==> config.mk <==
export PLATFORM = sky130hd
export DESIGN_NAME = mdio_slave
export DESIGN_NICKNAME = d
export VERILOG_FILES = /design/src/rtl/mdio_slv_pkg.sv /design/src/rtl/mdio_slv_sampler.sv /design/src/rtl/mdio_slv_preamble.sv /design/src/rtl/mdio_slave.sv
export SDC_FILE = /design/constraint.sdc
export NUM_CORES = 1
export LEC_CHECK = 0
export ABC_CLOCK_PERIOD_IN_PS = 2200
export BUFFER_PORTS_ARGS = -buffer_cell sky130_fd_sc_hd__buf_2
export CAP_MARGIN = 40
export CORE_ASPECT_RATIO = 0.8
export CORE_MARGIN = 2
export CORE_UTILIZATION = 25
export DETAILED_ROUTE_END_ITERATION = 16
export HOLD_SLACK_MARGIN = 0.03
export PLACE_DENSITY = 0.48
export RECOVER_POWER = 100
export SYNTH_ARGS = -nofsm -noshare
export SYNTH_HDL_FRONTEND = slang
export SYNTH_SLANG_ARGS = --single-unit
==> constraint.sdc <==
create_clock -name clk -period 2.2 [get_ports clk]
set_clock_uncertainty 0.05 [all_clocks]
set_input_delay 0.11 -clock clk [delete_from_list [all_inputs] [get_ports clk]]
set_output_delay 0.11 -clock clk [all_outputs]
set_load 0.01 [all_outputs]
==> src/rtl/mdio_slv_pkg.sv <==
// Package: shared sizes and the frame-parser state type for the management slave.
// Assumes: clause 22 field widths; the parser walks the states in the listed order.
package mdio_slv_pkg;
    localparam int PHY_AW = 5;
    localparam int REG_DW = 16;

    typedef enum logic [2:0] {
        ST_HUNT,   // waiting for the synchronising run of ones
        ST_IDLE,   // synchronised, waiting for the first start bit
        ST_START,  // expecting the second start bit
        ST_OP,     // two opcode bits
        ST_PHY,    // device address bits
        ST_REG,    // register address bits
        ST_TA,     // two turnaround bits
        ST_DATA    // sixteen data bits
    } frame_st_t;
endpackage

==> src/rtl/mdio_slv_sampler.sv <==
// Module: brings MDC and MDIO into the system clock and reports one strobe per
// rising MDC edge, together with the MDIO value sampled at that edge.
// Assumes: each MDC phase lasts at least two system clocks; MDIO is stable across the rising edge.
module mdio_slv_sampler #(
    parameter int SYNC_STAGES = 2
) (
    input  logic clk,
    input  logic rst_n,
    input  logic mdc,
    input  logic mdio_in,
    output logic bit_stb,
    output logic bit_val
);
    logic [SYNC_STAGES-1:0] mdc_sync;
    logic [SYNC_STAGES-1:0] dat_sync;
    logic                   mdc_prev;

    // Shift both lines through matched synchroniser chains.
    always_ff @(posedge clk) begin
        if (!rst_n) begin
            mdc_sync <= '0;
            dat_sync <= '1;
            mdc_prev <= 1'b0;
        end else begin
            mdc_sync <= {mdc_sync[SYNC_STAGES-2:0], mdc};
            dat_sync <= {dat_sync[SYNC_STAGES-2:0], mdio_in};
            mdc_prev <= mdc_sync[SYNC_STAGES-1];
        end
    end

    // Register the rising-edge strobe and the sampled data bit.
    always_ff @(posedge clk) begin
        if (!rst_n) begin
            bit_stb <= 1'b0;
            bit_val <= 1'b1;
        end else begin
            bit_stb <= mdc_sync[SYNC_STAGES-1] & ~mdc_prev;
            bit_val <= dat_sync[SYNC_STAGES-1];
        end
    end

    p_stb_single_r3: assert property (@(posedge clk) disable iff (!rst_n)
        bit_stb |=> !bit_stb);
endmodule

==> src/rtl/mdio_slv_preamble.sv <==
// Module: counts consecutive sampled ones and saturates at the preamble length.
// Assumes: `clear` takes priority over a sampled bit in the same cycle.
module mdio_slv_preamble #(
    parameter int LEN = 32
) (
    input  logic clk,
    input  logic rst_n,
    input  logic bit_stb,
    input  logic bit_val,
    input  logic clear,
    output logic seen
);
    localparam int CW = $clog2(LEN + 1);
    localparam logic [CW-1:0] FULL = CW'(LEN);

    logic [CW-1:0] ones_cnt;

    // Count the run of ones; a zero or a clear restarts it.
    always_ff @(posedge clk) begin
        if (!rst_n || clear) begin
            ones_cnt <= '0;
        end else if (bit_stb) begin
            if (!bit_val)             ones_cnt <= '0;
            else if (ones_cnt != FULL) ones_cnt <= ones_cnt + 1'b1;
        end
    end

    assign seen = (ones_cnt == FULL);

    p_count_bound_r1: assert property (@(posedge clk) disable iff (!rst_n)
        ones_cnt <= FULL);
    p_zero_restarts_r1: assert property (@(posedge clk) disable iff (!rst_n)
        (bit_stb && !bit_val) |=> !seen);
endmodule

==> src/rtl/mdio_slave.sv <==
// Module: management-bus slave. It parses frames bit by bit, hands register
// accesses to a parallel port, and returns read data through an output enable.
// Assumes: reg_rdata is valid while reg_rd is high; the system clock runs at four
// or more times MDC.
module mdio_slave
    import mdio_slv_pkg::*;
#(
    parameter int ADDR_W       = PHY_AW,
    parameter int DATA_W       = REG_DW,
    parameter int PREAMBLE_LEN = 32,
    parameter int SYNC_STAGES  = 2
) (
    input  logic              clk,
    input  logic              rst_n,
    input  logic              mdc,
    input  logic              mdio_in,
    input  logic [ADDR_W-1:0] phy_addr_cfg,
    output logic              mdio_out,
    output logic              mdio_oe,
    output logic [ADDR_W-1:0] reg_addr,
    output logic [DATA_W-1:0] reg_wdata,
    output logic              reg_wr,
    output logic              reg_rd,
    input  logic [DATA_W-1:0] reg_rdata
);
    localparam int CNT_W = $clog2(DATA_W);
    localparam logic [CNT_W-1:0] ADDR_LAST = CNT_W'(ADDR_W - 1);
    localparam logic [CNT_W-1:0] DATA_LAST = CNT_W'(DATA_W - 1);

    logic              bit_stb, bit_val, pre_seen, frame_err;
    frame_st_t         state;
    logic [CNT_W-1:0]  cnt;
    logic              op_hi, is_rd, phy_match, ta_hi;
    logic [ADDR_W-1:0] phy_sh, reg_sh;
    logic [DATA_W-1:0] data_sh;

    mdio_slv_sampler #(.SYNC_STAGES(SYNC_STAGES)) u_sampler (
        .clk(clk), .rst_n(rst_n), .mdc(mdc), .mdio_in(mdio_in),
        .bit_stb(bit_stb), .bit_val(bit_val)
    );

    mdio_slv_preamble #(.LEN(PREAMBLE_LEN)) u_preamble (
        .clk(clk), .rst_n(rst_n), .bit_stb(bit_stb), .bit_val(bit_val),
        .clear(frame_err), .seen(pre_seen)
    );

    // Flag a bad start bit, a bad opcode or a bad write turnaround.
    always_comb begin
        frame_err = 1'b0;
        if (bit_stb) begin
            case (state)
                ST_START: frame_err = !bit_val;
                ST_OP:    frame_err = (cnt != '0) && (op_hi == bit_val);
                ST_TA:    frame_err = !is_rd && (cnt != '0) && !(ta_hi && !bit_val);
                default:  frame_err = 1'b0;
            endcase
        end
    end

    // Frame parser: walk the fields, raise strobes and drive read data.
    always_ff @(posedge clk) begin
        if (!rst_n) begin
            state     <= ST_HUNT;
            cnt       <= '0;
            op_hi     <= 1'b0;
            is_rd     <= 1'b0;
            phy_match <= 1'b0;
            ta_hi     <= 1'b0;
            phy_sh    <= '0;
            reg_sh    <= '0;
            data_sh   <= '0;
            mdio_out  <= 1'b0;
            mdio_oe   <= 1'b0;
            reg_addr  <= '0;
            reg_wdata <= '0;
            reg_wr    <= 1'b0;
            reg_rd    <= 1'b0;
        end else begin
            reg_wr <= 1'b0;
            reg_rd <= 1'b0;
            if (reg_rd) data_sh <= reg_rdata;
            if (bit_stb) begin
                if (frame_err) begin
                    state   <= ST_HUNT;
                    mdio_oe <= 1'b0;
                end else begin
                    case (state)
                        ST_HUNT:  if (pre_seen && !bit_val) state <= ST_START;
                        ST_IDLE:  if (!bit_val) state <= ST_START;
                        ST_START: begin
                            state <= ST_OP;
                            cnt   <= '0;
                        end
                        ST_OP: begin
                            if (cnt == '0) begin
                                op_hi <= bit_val;
                                cnt   <= cnt + 1'b1;
                            end else begin
                                is_rd <= op_hi;
                                state <= ST_PHY;
                                cnt   <= '0;
                            end
                        end
                        ST_PHY: begin
                            phy_sh <= {phy_sh[ADDR_W-2:0], bit_val};
                            if (cnt == ADDR_LAST) begin
                                phy_match <= ({phy_sh[ADDR_W-2:0], bit_val} == phy_addr_cfg);
                                state     <= ST_REG;
                                cnt       <= '0;
                            end else begin
                                cnt <= cnt + 1'b1;
                            end
                        end
                        ST_REG: begin
                            reg_sh <= {reg_sh[ADDR_W-2:0], bit_val};
                            if (cnt == ADDR_LAST) begin
                                reg_addr <= {reg_sh[ADDR_W-2:0], bit_val};
                                reg_rd   <= is_rd && phy_match;
                                state    <= ST_TA;
                                cnt      <= '0;
                            end else begin
                                cnt <= cnt + 1'b1;
                            end
                        end
                        ST_TA: begin
                            if (cnt == '0) begin
                                ta_hi <= bit_val;
                                cnt   <= cnt + 1'b1;
                                if (is_rd && phy_match) begin
                                    mdio_oe  <= 1'b1;
                                    mdio_out <= 1'b0;
                                end
                            end else begin
                                state <= ST_DATA;
                                cnt   <= '0;
                                if (is_rd && phy_match) begin
                                    mdio_out <= data_sh[DATA_W-1];
                                    data_sh  <= {data_sh[DATA_W-2:0], 1'b0};
                                end
                            end
                        end
                        ST_DATA: begin
                            if (is_rd) begin
                                if (phy_match) begin
                                    if (cnt == DATA_LAST) begin
                                        mdio_oe <= 1'b0;
                                    end else begin
                                        mdio_out <= data_sh[DATA_W-1];
                                        data_sh  <= {data_sh[DATA_W-2:0], 1'b0};
                                    end
                                end
                            end else begin
                                data_sh <= {data_sh[DATA_W-2:0], bit_val};
                            end
                            if (cnt == DATA_LAST) begin
                                state <= ST_IDLE;
                                if (!is_rd && phy_match) begin
                                    reg_wr    <= 1'b1;
                                    reg_wdata <= {data_sh[DATA_W-2:0], bit_val};
                                end
                            end else begin
                                cnt <= cnt + 1'b1;
                            end
                        end
                        default: state <= ST_HUNT;
                    endcase
                end
            end
        end
    end

    p_reset_quiet_r11: assert property (@(posedge clk)
        !rst_n |=> (!mdio_oe && !reg_wr && !reg_rd));
    p_first_drive_zero_r6: assert property (@(posedge clk) disable iff (!rst_n)
        $rose(mdio_oe) |-> !mdio_out);
    p_drive_needs_match_r7: assert property (@(posedge clk) disable iff (!rst_n)
        mdio_oe |-> phy_match);
    p_wr_single_r4: assert property (@(posedge clk) disable iff (!rst_n)
        reg_wr |=> !reg_wr);
    p_rd_single_r5: assert property (@(posedge clk) disable iff (!rst_n)
        reg_rd |=> !reg_rd);
    p_strobe_excl_r5: assert property (@(posedge clk) disable iff (!rst_n)
        !(reg_wr && reg_rd));
    p_hunt_silent_r1: assert property (@(posedge clk) disable iff (!rst_n)
        (state == ST_HUNT) |-> !mdio_oe);
endmodule

# Yosys cells after proc, flatten, opt, wreduce, memory -nomap -nowiden
# Index checks and enable logic that the tools add are counted.
[word_totals] register_bits=73 latchBits=0 mem_bits_rw=0 romBits=0 in_bits=25 output_inout_bits=25 n_memories=0
[classes] addsub=2 n_mul=0 div=0 order_cmp=0 eq_ne=29 shifts=0 muxes=41 n_bitwise=10 reduce_logical=35
[op_table] operator="16-bit 2-to-1 mux" n=8
[op_table] operator="3-bit by 2-bit inequality test with 1-bit output (second input constant)" n=11
[op_table] operator="16-bit case mux with 2 select lines" n=1
[op_table] operator="3-bit 2-to-1 mux" n=8
[op_table] operator="3-bit case mux with 8 select lines" n=1
[op_table] operator="4-bit AND reduction" n=6
[op_table] operator="4-bit case mux with 4 select lines" n=1
[op_table] operator="1-bit 2-to-1 mux" n=14
[op_table] operator="7-bit AND reduction" n=2
[op_table] operator="3-bit == test (second input constant)" n=4
[op_table] operator="4-bit 2-to-1 mux" n=3
[op_table] operator="6-bit 2-to-1 mux" n=2
[op_table] operator="5-bit OR reduction" n=2
[op_table] operator="1-bit NOT" n=9
[op_table] operator="2-bit inequality test (second input constant)" n=4
[op_table] operator="8-bit AND reduction" n=1
[op_table] operator="4-bit nonzero test" n=2
[op_table] operator="1-bit logical AND" n=7
[op_table] operator="6-bit by 1-bit adder with 6-bit output (second input constant)" n=1
[op_table] operator="3-bit by 2-bit == test with 1-bit output (second input constant)" n=2
[op_table] operator="6-bit == test (second input constant)" n=1
[op_table] operator="6-bit inequality test (second input constant)" n=1
[op_table] operator="3-bit AND reduction" n=2
[op_table] operator="5-bit == test" n=1
[op_table] operator="18 further kinds" n=23

# Logic depth before layout (Yosys ltp)
# Gate-level depths: netlist of the first run.
[logic_depth] word_depth=8 mapped_depth=8 ltp_nobuf=7

# Cells and area by module
# From an unflattened synthesis of the first run, not the netlist that was laid out.
[unflattened] hier_cells=366 hier_area_um2=3414.5
[modules_own_cells] mod="mdio_slave" instances=1 cells_each=309 area_per_inst_um2=2867.8
[modules_own_cells] mod="mdio_slv_preamble" instances=1 cells_each=43 area_per_inst_um2=356.6
[modules_own_cells] mod="mdio_slv_sampler" instances=1 cells_each=14 area_per_inst_um2=190.2

# Worst setup path before layout of the first run
# Ideal clock, no wire load.
[synth_timing] kind="register -> register" from="register cnt[0]" to="register state[0]" t_arrival_ns=1.750 slack_ns=0.329 path_stages_with_launch=8 n_path_buf=0 cell_sequence="dfxtp_1 > inv_1 > ha_1 > nor3b_4 > a211oi_2 > a21o_1 > or4_1 > a21oi_1"
[synth_between] elab_chain_cells=7 elab_cells_between_ends=18
[synth_rtl] element="from (decl)" line_no="mdio_slave.sv:32" text="logic [CNT_W-1:0] cnt;"
[synth_rtl] element="from (signal assigned)" line_no="mdio_slave.sv:97" text="cnt <= cnt + 1'b1;"
[synth_rtl] element="from (signal assigned)" line_no="mdio_slave.sv:111" text="cnt <= cnt + 1'b1;"
[synth_rtl] element="from (signal assigned)" line_no="mdio_slave.sv:122" text="cnt <= cnt + 1'b1;"
[synth_rtl] element="4-bit nonzero test" line_no="mdio_slave.sv:53, mdio_slave.sv:54"
[synth_rtl] element="1-bit logical AND (2 in a row)" line_no="mdio_slave.sv:54" text="ST_TA: frame_err = !is_rd && (cnt != '0) && !(ta_hi && !bit_val);"
[synth_rtl] element="1-bit case mux with 3 select lines" line_no="mdio_slave.sv:51" text="case (state)"
[synth_rtl] element="1-bit 2-to-1 mux" line_no="mdio_slave.sv:50" text="if (bit_stb) begin"
[synth_rtl] element="3-bit by 2-bit inequality test with 1-bit output (no line)"
[synth_rtl] element="8-bit AND reduction (no line)"
[synth_rtl] element="to (signal assigned)" line_no="mdio_slave.sv:63" text="state <= ST_HUNT;"
[synth_rtl] element="to (signal assigned)" line_no="mdio_slave.sv:84" text="state <= ST_HUNT;"
[synth_rtl] element="to (signal assigned)" line_no="mdio_slave.sv:88" text="ST_HUNT: if (pre_seen && !bit_val) state <= ST_START;"
[synth_rtl] element="to (decl)" line_no="mdio_slave.sv:31" text="frame_st_t state;"
# Several ways; a longest one is shown, not always the timed one.
# A chain may end at the register's enable or synchronous reset.

# Final worst setup path of the first run
# Ends and elaborated chain as after synthesis.

==> results.py, run 1 <==
metrics = {
    "run_status": {
        "status": "complete, no violations",
    },
    "finish": {
        "multi_input_area_um2": 1693,
        "fin_util": 0.3232,
        "area_delta_synth_final_pct": 26.36,
        "final_area_um2": 4144,
        "regArea_um2": 1461,
        "instances_no_fill": 618,
        "layout-drive-gt1-share": 0.1490,
        "antenna_cells": 0,
        "nNetsFinal": 467,
        "fillCellCount": 1385,
    },
    "global_routing": {
        "overflow": 0,
        "grt_use_total": 0.1168,
        "first_global_vias": 2660,
        "grt_pass1_wl_um": 12960,
        "antenna_found_initial": 0,
        "grt_use_met3": 0.03910,
        "use_met2": 0.1641,
        "top_usage_layer": "met2",
        "grt_max_degree": 40,
        "grtUsageMet1": 0.1607,
    },
    "route": {
        "drtIter0Drc": 158,
        "drc": 0,
        "avgRoutedWirePerCell_um": 12.55,
        "totalWireLength_um": 7753,
        "detail-route-antenna-nets": 0,
        "via_per_inst": 4.518,
        "vias": 2792,
        "drtPass1Iterations": 4,
    },
    "place": {
        "dpl.cell_count": 599,
        "post_dp_cell_area_um2": 3831,
        "dp_hpwl_um": 5551,
        "placement.io_buffers": 49,
        "place_congestion": 0.8027,
        "dp_worst_setup_slack_ns": 0.1298,
    },
    "logic_synthesis": {
        "yosysTopAreaCellShare": 0.4456,
        "yosys.area_share.simple": 0.2236,
        "ys_warn_count": 0,
        "synth_seq_cells": 73,
        "synth_compound_area_frac": 0.1564,
        "yosys.cell_count.top_type": "dfxtp_1",
        "synthXorXnorAreaFrac": 0.01870,
        "syn_avg_cell_area_um2": 8.745,
        "synthAdderAreaFrac": 0.01526,
        "async_reset_ff_frac": 0,
        "ys_top_cells_by_area": "dfxtp_1 45%, mux2i_1 9.8%, nand2_1 5.6%",
        "synth_top_family_by_area": "simple AND/OR/NAND/NOR gates",
        "seq_area_frac_synth": 0.4456,
        "synthDistinctLibCells": 54,
        "syn_area_um2": 3279,
        "synth_ff_type": "dfxtp_1",
        "synth_cells": 375,
        "synth-edff-count": 0,
        "synthTopCellsByCount": "73 x dfxtp_1, 49 x nand2_1, 43 x nor2_1",
        "syn_nets": 404,
        "muxShareOfSynthArea": 0.1011,
        "synth_top_area_cell": "dfxtp_1",
    },
    "timing": {
        "fin_setup_tns_ns": 0,
        "timing.final.ws_setup_ns": 0.1865,
        "rsz0062_at_grt": "no",
        "period_share": 0.9152,
        "fmax_mhz": 496.7,
        "relSlewSlack": 0.5346,
        "hold_slack_ns": 0.04441,
        "setup_viol": 0,
        "fin_crit_ns": 2.013,
        "worstMarginPinSlew_ns": 0.6971,
        "finalHoldViolations": 0,
        "slew_violations": 0,
    },
    "critical_path": {
        "reg2reg_from": "cnt[0]",
        "crit_path_start_kind": "flip-flop",
        "required_ns": 2.41,
        "critPathKind": "flip-flop to flip-flop",
        "ff2ff_setup_slack_ns": 0.19,
        "cp-end-kind": "flip-flop",
        "reg2reg_depth": 7,
        "worstPathArrival_ns": 2.23,
        "timing.rr.end": "state[0]",
        "worstPathMaxFanout": 8,
    },
    "cts": {
        "cts-htree-levels": 3,
        "root_buffer": "clkbuf_16",
        "cts_buffers": 9,
        "cts_tree": "yes",
        "numClockSinks": 73,
        "clk_path_buf_depth": 2,
        "cts.clk_slew.worst_paths_ns": 0.05,
        "clk_latency_ns": 0.34,
    },
    "die": {
        "die_h_um": 106.4,
        "die_area_um2": 14060,
        "die_w_um": 132.1,
        "fp-row-count": 37,
        "coreArea_um2": 12820,
        "start_util": 0.2557,
        "pin_count": 50,
    },
    "hold_path": {
        "hold_path_end": "phy_match",
        "hp-start": "phy_addr_cfg[0]",
        "min_path_cells": 4,
        "hold_class": "input pin to flip-flop",
    },
    "pwr": {
        "ir_worst_vdd_uv": 379.2,
        "fin_total_pwr_mw": 3.090,
        "power_density_nw_per_um2": 745.6,
        "p_leak_nw": 1.507,
    },
    "flow_run": {
        "drv_cap": 0,
    },
}
[power by group]
part / switching (mW) / total [mW] / internal [mW]
Combinational: 0.0403 / 0.0721 / 0.0319
Sequential: 0.00537 / 1.33 / 1.33
Clock: 0.553 / 1.68 / 1.13
[how the worst max path moves through the flow]
stage           start       end  slack (ns)  depth (start not counted)
2_1_floorplan  cnt[0]  state[0]        0.33                          7
3_3_place_gp   cnt[0]  state[0]        0.18                          7
3_5_place_dp   cnt[0]  state[0]        0.13                          7
4_1_cts        cnt[0]  state[0]        0.11                          7
5_1_grt        cnt[0]  state[0]       0.005                          7
6_report       cnt[0]  state[0]        0.19                          7
[cell usage in the layout, fill, tap and decap left out, types with 9 or more instances in the layout]
master,n
a21oi_1,27
clkbuf_16,9
nand2_1,49
dfxtp_1,73
o21ai_0,10
buf_2,25
nor2_1,44
buf_4,14
a211oi_1,18
clkbuf_1,29
mux2i_1,32
[critical path: stages (launching register included)]
cell,delay (ns)
dfxtp_1,0.33
inv_1,0.08
ha_2,0.18
nor3b_4,0.34
a211oi_2,0.10
a21o_1,0.21
or4_1,0.50
a21oi_1,0.14
[layout make-up]
class	count	area share
Multi-Input combinational cell	272	0.4085
Sequential cell	73	0.3527
Clock buffer	10	0.05767
Timing Repair Buffer	74	0.09571
Clock inverter	6	0.02536
Inverter	8	0.007246
Tap cell	175	0.05284
[state kept, by name (all words and copies together) (netlist names), 2 cells and up]
| name | flops |
|---|---|
| data_sh | 16 |
| phy_sh | 4 |
| u_sampler.mdc_sync | 2 |
| cnt | 4 |
| reg_addr | 5 |
| state | 3 |
| u_sampler.dat_sync | 2 |
| reg_sh | 4 |
| u_preamble.ones_cnt | 6 |
| reg_wdata | 16 |
[layer usage]
layer,part of all wire,wire length (um)
met1,0.53,4145
met3,0.035,274
met5,0,0
met4,0.018,141
met2,0.41,3192
[timing repair]
| item | in CTS | in global routing |
|---|---|---|
| setup endpoints to repair | 0 | 6 |
| hold endpoints to repair | 2 | 0 |
| hold buffers | 2 | 0 |
| gates resized for setup | 0 | 1 |
| setup buffers | 0 | 1 |
[kinds of logic after synthesis]
family	Yosys count
xor+xnor	7
buf+inv	30
flops	73
simple gates	150
mux	33
compound gates	78
fa+ha+maj	4
Power figures use the tool's default switching activity.
==> run 2, diff against run 1 <==
--- a/config.mk
+++ b/config.mk
@@ -10,10 +10,10 @@
 export CAP_MARGIN = 40
 export CORE_ASPECT_RATIO = 0.8
 export CORE_MARGIN = 2
-export CORE_UTILIZATION = 25
+export CORE_UTILIZATION = 55
 export DETAILED_ROUTE_END_ITERATION = 16
 export HOLD_SLACK_MARGIN = 0.03
-export PLACE_DENSITY = 0.48
+export PLACE_DENSITY = 0.84
 export RECOVER_POWER = 100
 export SYNTH_ARGS = -nofsm -noshare
 export SYNTH_HDL_FRONTEND = slang
==> run 2 against run 1 <==
Hold slack got worse by 0.0034 ns. Clock-buffer cell count decreased by 1. Critical path type unchanged. Final cell count fell by 16%. Clock power shrank 18%. Largest cell class unchanged. Maximum frequency decreased by 3.9%. Sequential share of layout area up 1.9 points. Power is 10% lower. Combinational power shrank 2%. Global-route usage up 11 points. Non-clock buffer count decreased by 7. Die area decreased by 53%. Cell area down 5.1%.
==> results.py, run 2 (same netlist as run 1, synthesis figures left out) <==
metrics = {
    "run_status": {
        "status": "complete, no violations",
    },
    "cts": {
        "clk_path_buf_depth": 2,
        "numClockSinks": 73,
        "post_cts_buffers": 0,
        "cts.clk_slew.worst_paths_ns": 0.07,
        "root_buffer": "clkbuf_8",
        "cts_buffers": 9,
        "cts-htree-levels": 3,
        "clk_latency_ns": 0.35,
        "cts_tree": "yes",
    },
    "die": {
        "coreArea_um2": 5849,
        "pin_count": 50,
        "die_area_um2": 6600,
        "start_util": 0.5606,
        "fp-row-count": 25,
        "die_w_um": 90.33,
        "die_h_um": 73.07,
    },
    "timing": {
        "finalHoldViolations": 0,
        "slew_violations": 0,
        "relSlewSlack": 0.4736,
        "fin_setup_tns_ns": 0,
        "fin_crit_ns": 2.094,
        "setup_viol": 0,
        "worstMarginPinSlew_ns": 0.7896,
        "rsz0062_at_grt": "no",
        "period_share": 0.9519,
        "fmax_mhz": 477.5,
        "hold_slack_ns": 0.04097,
    },
    "place": {
        "place_congestion": 0.9462,
        "placement.io_buffers": 49,
        "dp_hpwl_um": 4853,
    },
    "finish": {
        "reg_top3": "data_sh x16, reg_wdata x16, u_preamble.ones_cnt x6",
        "final_cell_mix": "73 x dfxtp_1, 49 x nand2_1, 43 x nor2_1, 32 x mux2i_1, 28 x clkbuf_1",
        "multi_input_area_um2": 1715,
        "regArea_um2": 1461,
        "antenna_cells": 0,
        "area_delta_synth_final_pct": 19.92,
        "nNetsFinal": 461,
        "layout-drive-gt1-share": 0.1396,
        "fin_util": 0.6723,
        "mostFrequentLayoutCell": "dfxtp_1",
        "fillCellCount": 490,
    },
    "critical_path": {
        "required_ns": 2.38,
        "worstPathMaxFanout": 16,
        "critical_path_buf_inv_count": 0,
        "crit_path_start_kind": "flip-flop",
        "reg2reg_depth": 5,
        "path_cells": "nand3b_1 > o32ai_1 > a21oi_1 > nand2_1 > o22ai_1",
        "ff2ff_setup_slack_ns": 0.11,
        "timing.rr.end": "state[1]",
        "path_delay_family": "compound AO/OA/AOI/OAI gates",
        "cp_slowest_cell": "o32ai_1",
        "slowest_delay_ns": 0.58,
        "reg2reg_from": "state[0]",
        "cp-end-kind": "flip-flop",
        "critPathKind": "flip-flop to flip-flop",
        "worstPathArrival_ns": 2.27,
    },
    "pwr": {
        "p_clk_frac": 0.495,
        "seqPwrFrac": 0.480,
        "p_sw_uw": 546.9,
        "comb_power_share": 0.026,
        "p_leak_nw": 1.446,
        "fin_total_pwr_mw": 2.773,
        "power_density_nw_per_um2": 705.1,
        "intPower_mw": 2.226,
        "ir_worst_vdd_uv": 432.7,
        "switching_share": 0.1972,
    },
    "global_routing": {
        "antenna_found_initial": 0,
        "grt_pass1_wl_um": 11830,
        "grt_max_degree": 46,
        "overflow": 0,
        "grt_use_total": 0.2239,
        "first_global_vias": 2574,
    },
    "flow_run": {
        "drv_cap": 0,
    },
    "route": {
        "via_per_inst": 5.494,
        "detail-route-antenna-nets": 0,
        "drtPass1Iterations": 4,
        "avgRoutedWirePerCell_um": 13.84,
        "drc": 0,
        "totalWireLength_um": 7169,
        "drtIter0Drc": 199,
        "vias": 2846,
    },
    "hold_path": {
        "hold_path_end": "phy_match",
        "hold_class": "input pin to flip-flop",
        "min_path_cells": 4,
        "hp-start": "phy_addr_cfg[4]",
    },
}
## run 2: cell types whose count changed in the layout (fill, tap and decap cells not counted), moves of 2 or more
cell and change:
buf_4 -5, clkinv_4 +2, and2_0 +2, clkbuf_16 -9, and2_1 -2, clkbuf_8 +8, clkinv_2 -2, dlygate4sd3_1 +2
## run 2: worst max path at each step
stage | startpoint | end | slack, ns | cells after the start
detailed placement | cnt[0] | cnt[3] | 0.11 | 7
finish | state[0] | state[1] | 0.11 | 5
CTS | cnt[0] | cnt[3] | 0.08 | 7
global route | rst_n | cnt[2] | 0.03 | 5
floorplan | cnt[0] | state[0] | 0.33 | 7
global placement | cnt[0] | cnt[3] | 0.21 | 7
## run 2: power groups by stage
stage	clock network, mW	logic (mW)	registers, mW
after detailed placement	0	0.0656	1.36
after CTS	1.39	0.0722	1.33
final	1.37	0.0709	1.33
after global placement	0	0.0648	1.36
after global routing	1.45	0.0793	1.33
after floorplan	0	0.0336	1.36
## run 2: worst reg2reg max path, delay by kind of cell, from the launching register on
kind / cells / cell delay, ns
compound gates: 3 / 0.90
simple gates: 2 / 0.54
flops: 1 / 0.48
## run 2: layer usage
layer  part of all wire  GRT usage
met4             0.0084    0.08034
met5                  0          0
met1               0.47     0.2870
met3              0.060    0.07955
met2               0.46     0.3542
## run 2: timing repair
action | CTS | global route
gates resized for setup | 0 | 1
hold buffers | 4 | 0
hold endpoints to repair | 4 | 0
endpoints found under the setup margin | 0 | 5
## run 2: final cells by class
| cell class | instances | share of cell area |
|---|---|---|
| Inverter | 8 | 0.007636 |
| Clock inverter | 7 | 0.03627 |
| Multi-Input combinational cell | 273 | 0.4362 |
| Clock buffer | 9 | 0.03150 |
| Tap cell | 81 | 0.02577 |
| Timing Repair Buffer | 67 | 0.09100 |
| Sequential cell | 73 | 0.3716 |
## run 2: stage by stage
| stage | setup WS [ns] | instances | area [um2] |
|---|---|---|---|
| 6_report | 0.1057 | 518 | 3933 |
| 5_1_grt | 0.02621 | 518 | 3933 |
| 4_1_cts | 0.07849 | 517 | 3960 |
| 3_5_place_dp | 0.1106 | 497 | 3654 |
| 3_3_place_gp | 0.2121 | 497 | 3654 |
| 2_1_floorplan | 0.3294 | 375 | 3279 |
==> run 3, diff against run 2 <==
--- a/config.mk
+++ b/config.mk
@@ -14,7 +14,6 @@
 export DETAILED_ROUTE_END_ITERATION = 16
 export HOLD_SLACK_MARGIN = 0.03
 export PLACE_DENSITY = 0.84
-export RECOVER_POWER = 100
 export SYNTH_ARGS = -nofsm -noshare
 export SYNTH_HDL_FRONTEND = slang
 export SYNTH_SLANG_ARGS = --single-unit
==> constraint.sdc (replaced) <==
create_clock -name clk -period 2.2 [get_ports clk]
set_clock_uncertainty 0.05 [all_clocks]
set_input_delay 0.44 -clock clk [delete_from_list [all_inputs] [get_ports clk]]
set_output_delay 0.44 -clock clk [all_outputs]
set_load 0.01 [all_outputs]
==> run 3 against run 2 <==
Flip-flop and latch count unchanged. Final cell count unchanged. Sequential power hardly changed. Critical path depth is 2 higher. Register-to-register slack got worse by 0.02 ns. Setup slack got worse by 0.019 ns. Power is 15% lower. Sequential share of layout area is 0.52 points higher. First-iteration DRC count rose by 15%. Hold slack improved by 0.17 ns. Highest routed layer unchanged. Wire length increased by 2.0%. Die area unchanged.
==> results.py, run 3 (same netlist as run 1, synthesis figures left out) <==
metrics = {
    "place": {
        "place_congestion": 0.8589,
        "dp_worst_setup_slack_ns": 0.1115,
        "dp_hpwl_um": 5136,
        "placement.io_buffers": 49,
        "post_dp_cell_area_um2": 3671,
        "dpl.cell_count": 501,
    },
    "die": {
        "pin_count": 50,
        "coreArea_um2": 5849,
        "start_util": 0.5606,
        "die_h_um": 73.07,
        "fp-row-count": 25,
        "die_w_um": 90.33,
        "die_area_um2": 6600,
    },
    "critical_path": {
        "slowest_delay_ns": 0.52,
        "worstPathMaxFanout": 8,
        "worstPathArrival_ns": 2.35,
        "required_ns": 2.44,
        "path_cells": "inv_1 > ha_2 > nor3b_4 > a211oi_2 > a21o_1 > or4_1 > a21oi_1",
        "setup.worst_path.end": "state[0]",
        "reg2reg_from": "cnt[0]",
        "cp_slowest_cell": "or4_1",
        "crit_path_start_kind": "flip-flop",
        "startpoint": "cnt[0]",
        "critPathKind": "flip-flop to flip-flop",
        "timing.rr.end": "state[0]",
        "ff2ff_setup_slack_ns": 0.09,
        "reg2reg_depth": 7,
        "cp-end-kind": "flip-flop",
    },
    "timing": {
        "period_share": 0.9605,
        "fin_setup_tns_ns": 0,
        "timing.final.ws_setup_ns": 0.08692,
        "worstMarginPinSlew_ns": 0.6849,
        "setup_viol": 0,
        "fin_crit_ns": 2.113,
        "relSlewSlack": 0.5392,
        "fmax_mhz": 473.2,
        "slew_violations": 0,
        "finalHoldViolations": 0,
        "rsz0062_at_grt": "yes",
    },
    "route": {
        "detail-route-antenna-nets": 0,
        "totalWireLength_um": 7312,
        "drtPass1Iterations": 4,
        "drc": 0,
        "avgRoutedWirePerCell_um": 14.12,
        "drtIter0Drc": 228,
        "vias": 2891,
        "via_per_inst": 5.581,
    },
    "global_routing": {
        "antenna_found_initial": 0,
        "grtUsageMet1": 0.2947,
        "top_usage_layer": "met2",
        "overflow": 0,
        "grt_max_degree": 23,
        "grt_pass1_wl_um": 12180,
        "grt_use_met3": 0.06612,
        "first_global_vias": 2644,
        "use_met2": 0.3676,
        "grt_use_total": 0.2331,
    },
    "finish": {
        "area_delta_synth_final_pct": 18.28,
        "final_area_um2": 3879,
        "layout-drive-gt1-share": 0.2174,
        "reg_top3": "data_sh x16, reg_wdata x16, u_preamble.ones_cnt x6",
        "antenna_cells": 0,
        "mostFrequentLayoutCell": "dfxtp_1",
        "nNetsFinal": 461,
        "final_cell_mix": "73 x dfxtp_1, 49 x nand2_1, 49 x buf_2, 43 x nor2_1, 32 x mux2i_1",
        "instances_no_fill": 518,
    },
    "pwr": {
        "p_sw_uw": 535.8,
        "intPower_mw": 1.820,
        "comb_power_share": 0.029,
        "p_clk_frac": 0.406,
        "ir_worst_vdd_uv": 415.8,
        "power_density_nw_per_um2": 607.3,
        "switching_share": 0.2275,
        "p_leak_nw": 1.524,
        "seqPwrFrac": 0.565,
    },
    "hold_path": {
        "hold_class": "input pin to flip-flop",
    },
    "cts": {
        "cts.clk_slew.worst_paths_ns": 0.07,
        "root_buffer": "clkbuf_8",
        "cts-htree-levels": 3,
        "cts_buffers": 9,
        "clk_latency_ns": 0.35,
        "cts_tree": "yes",
        "clk_path_buf_depth": 2,
        "cts_hold_buffers": 0,
        "numClockSinks": 73,
    },
    "run_status": {
        "status": "complete, no violations",
    },
    "flow_run": {
        "drv_cap": 0,
    },
}
[run 3: changes by cell type in the layout (fill, tap and decap cells not counted), sizes merged]
cell | before | now
dlygate4sd3 | 4 | 0
clkinvlp | 0 | 2
nor3b | 2 | 1
buf | 34 | 68
bufinv | 4 | 0
clkbuf | 38 | 11
[run 3: what timing repair did]
action                     CTS  global route
setup buffers                0             1
setup endpoints to repair    0            11
gates resized for setup      0             4
[run 3: layer usage]
metal	routed length, um	part of all wire	vias to the layer above
met2	3309	0.45	102
met5	0	0	-
met1	3336	0.46	1327
met3	447	0.061	24
li1	-	-	1438
met4	218	0.030	0
[run 3: worst max-delay path, delay by kind of cell, from the launching register on]
| kind | cells | cell delay [ns] |
|---|---|---|
| AND/OR/NAND/NOR | 2 | 0.88 |
| flip-flops | 1 | 0.34 |
| buffers and inverters | 1 | 0.09 |
| AO/OA/AOI/OAI | 3 | 0.50 |
| adder cells (fa/ha/maj) | 1 | 0.20 |
[run 3: power groups by stage]
stage	Sequential [mW]	Clock, mW	Combinational [mW]
after floorplan	1.36	0	0.0336
after global placement	1.36	0	0.0669
after detailed placement	1.36	0	0.0685
after CTS	1.33	0.973	0.0685
after global routing	1.33	1.03	0.0754
final	1.33	0.957	0.0683
[run 3: worst min path at each step]
stage	from	end	slack, ns	cells after the start
6_report	mdio_in	u_sampler.dat_sync[0]	0.21	2
5_1_grt	mdio_in	u_sampler.dat_sync[0]	0.21	2
4_1_cts	mdio_in	u_sampler.dat_sync[0]	0.20	2
3_5_place_dp	u_sampler.mdc_prev	u_sampler.bit_stb	0.33	1
3_3_place_gp	u_sampler.mdc_prev	u_sampler.bit_stb	0.32	1
2_1_floorplan	u_sampler.mdc_prev	u_sampler.bit_stb	0.32	1
[run 3: metrics by stage]
| step | hold slack [ns] | util | power (mW) |
|---|---|---|---|
| detailed placement | 0.3252 | 0.6276 | 1.430 |
| finish | 0.2125 | 0.6631 | 2.356 |
| floorplan | 0.3174 | - | 1.392 |
| CTS | 0.2023 | 0.6586 | 2.372 |
| global placement | 0.3220 | 0.6276 | 1.428 |
| global route | 0.2104 | 0.6631 | 2.436 |
[run 3: cell type report]
class | instances | area (um2)
fill | 489 | 1971
multi-input combinational | 272 | 1713
sequential | 73 | 1461
timing repair buffer | 68 | 391.6
clock buffer | 11 | 151.4
tap | 81 | 101.3
clock inverter | 5 | 30.03
inverter | 8 | 30.03
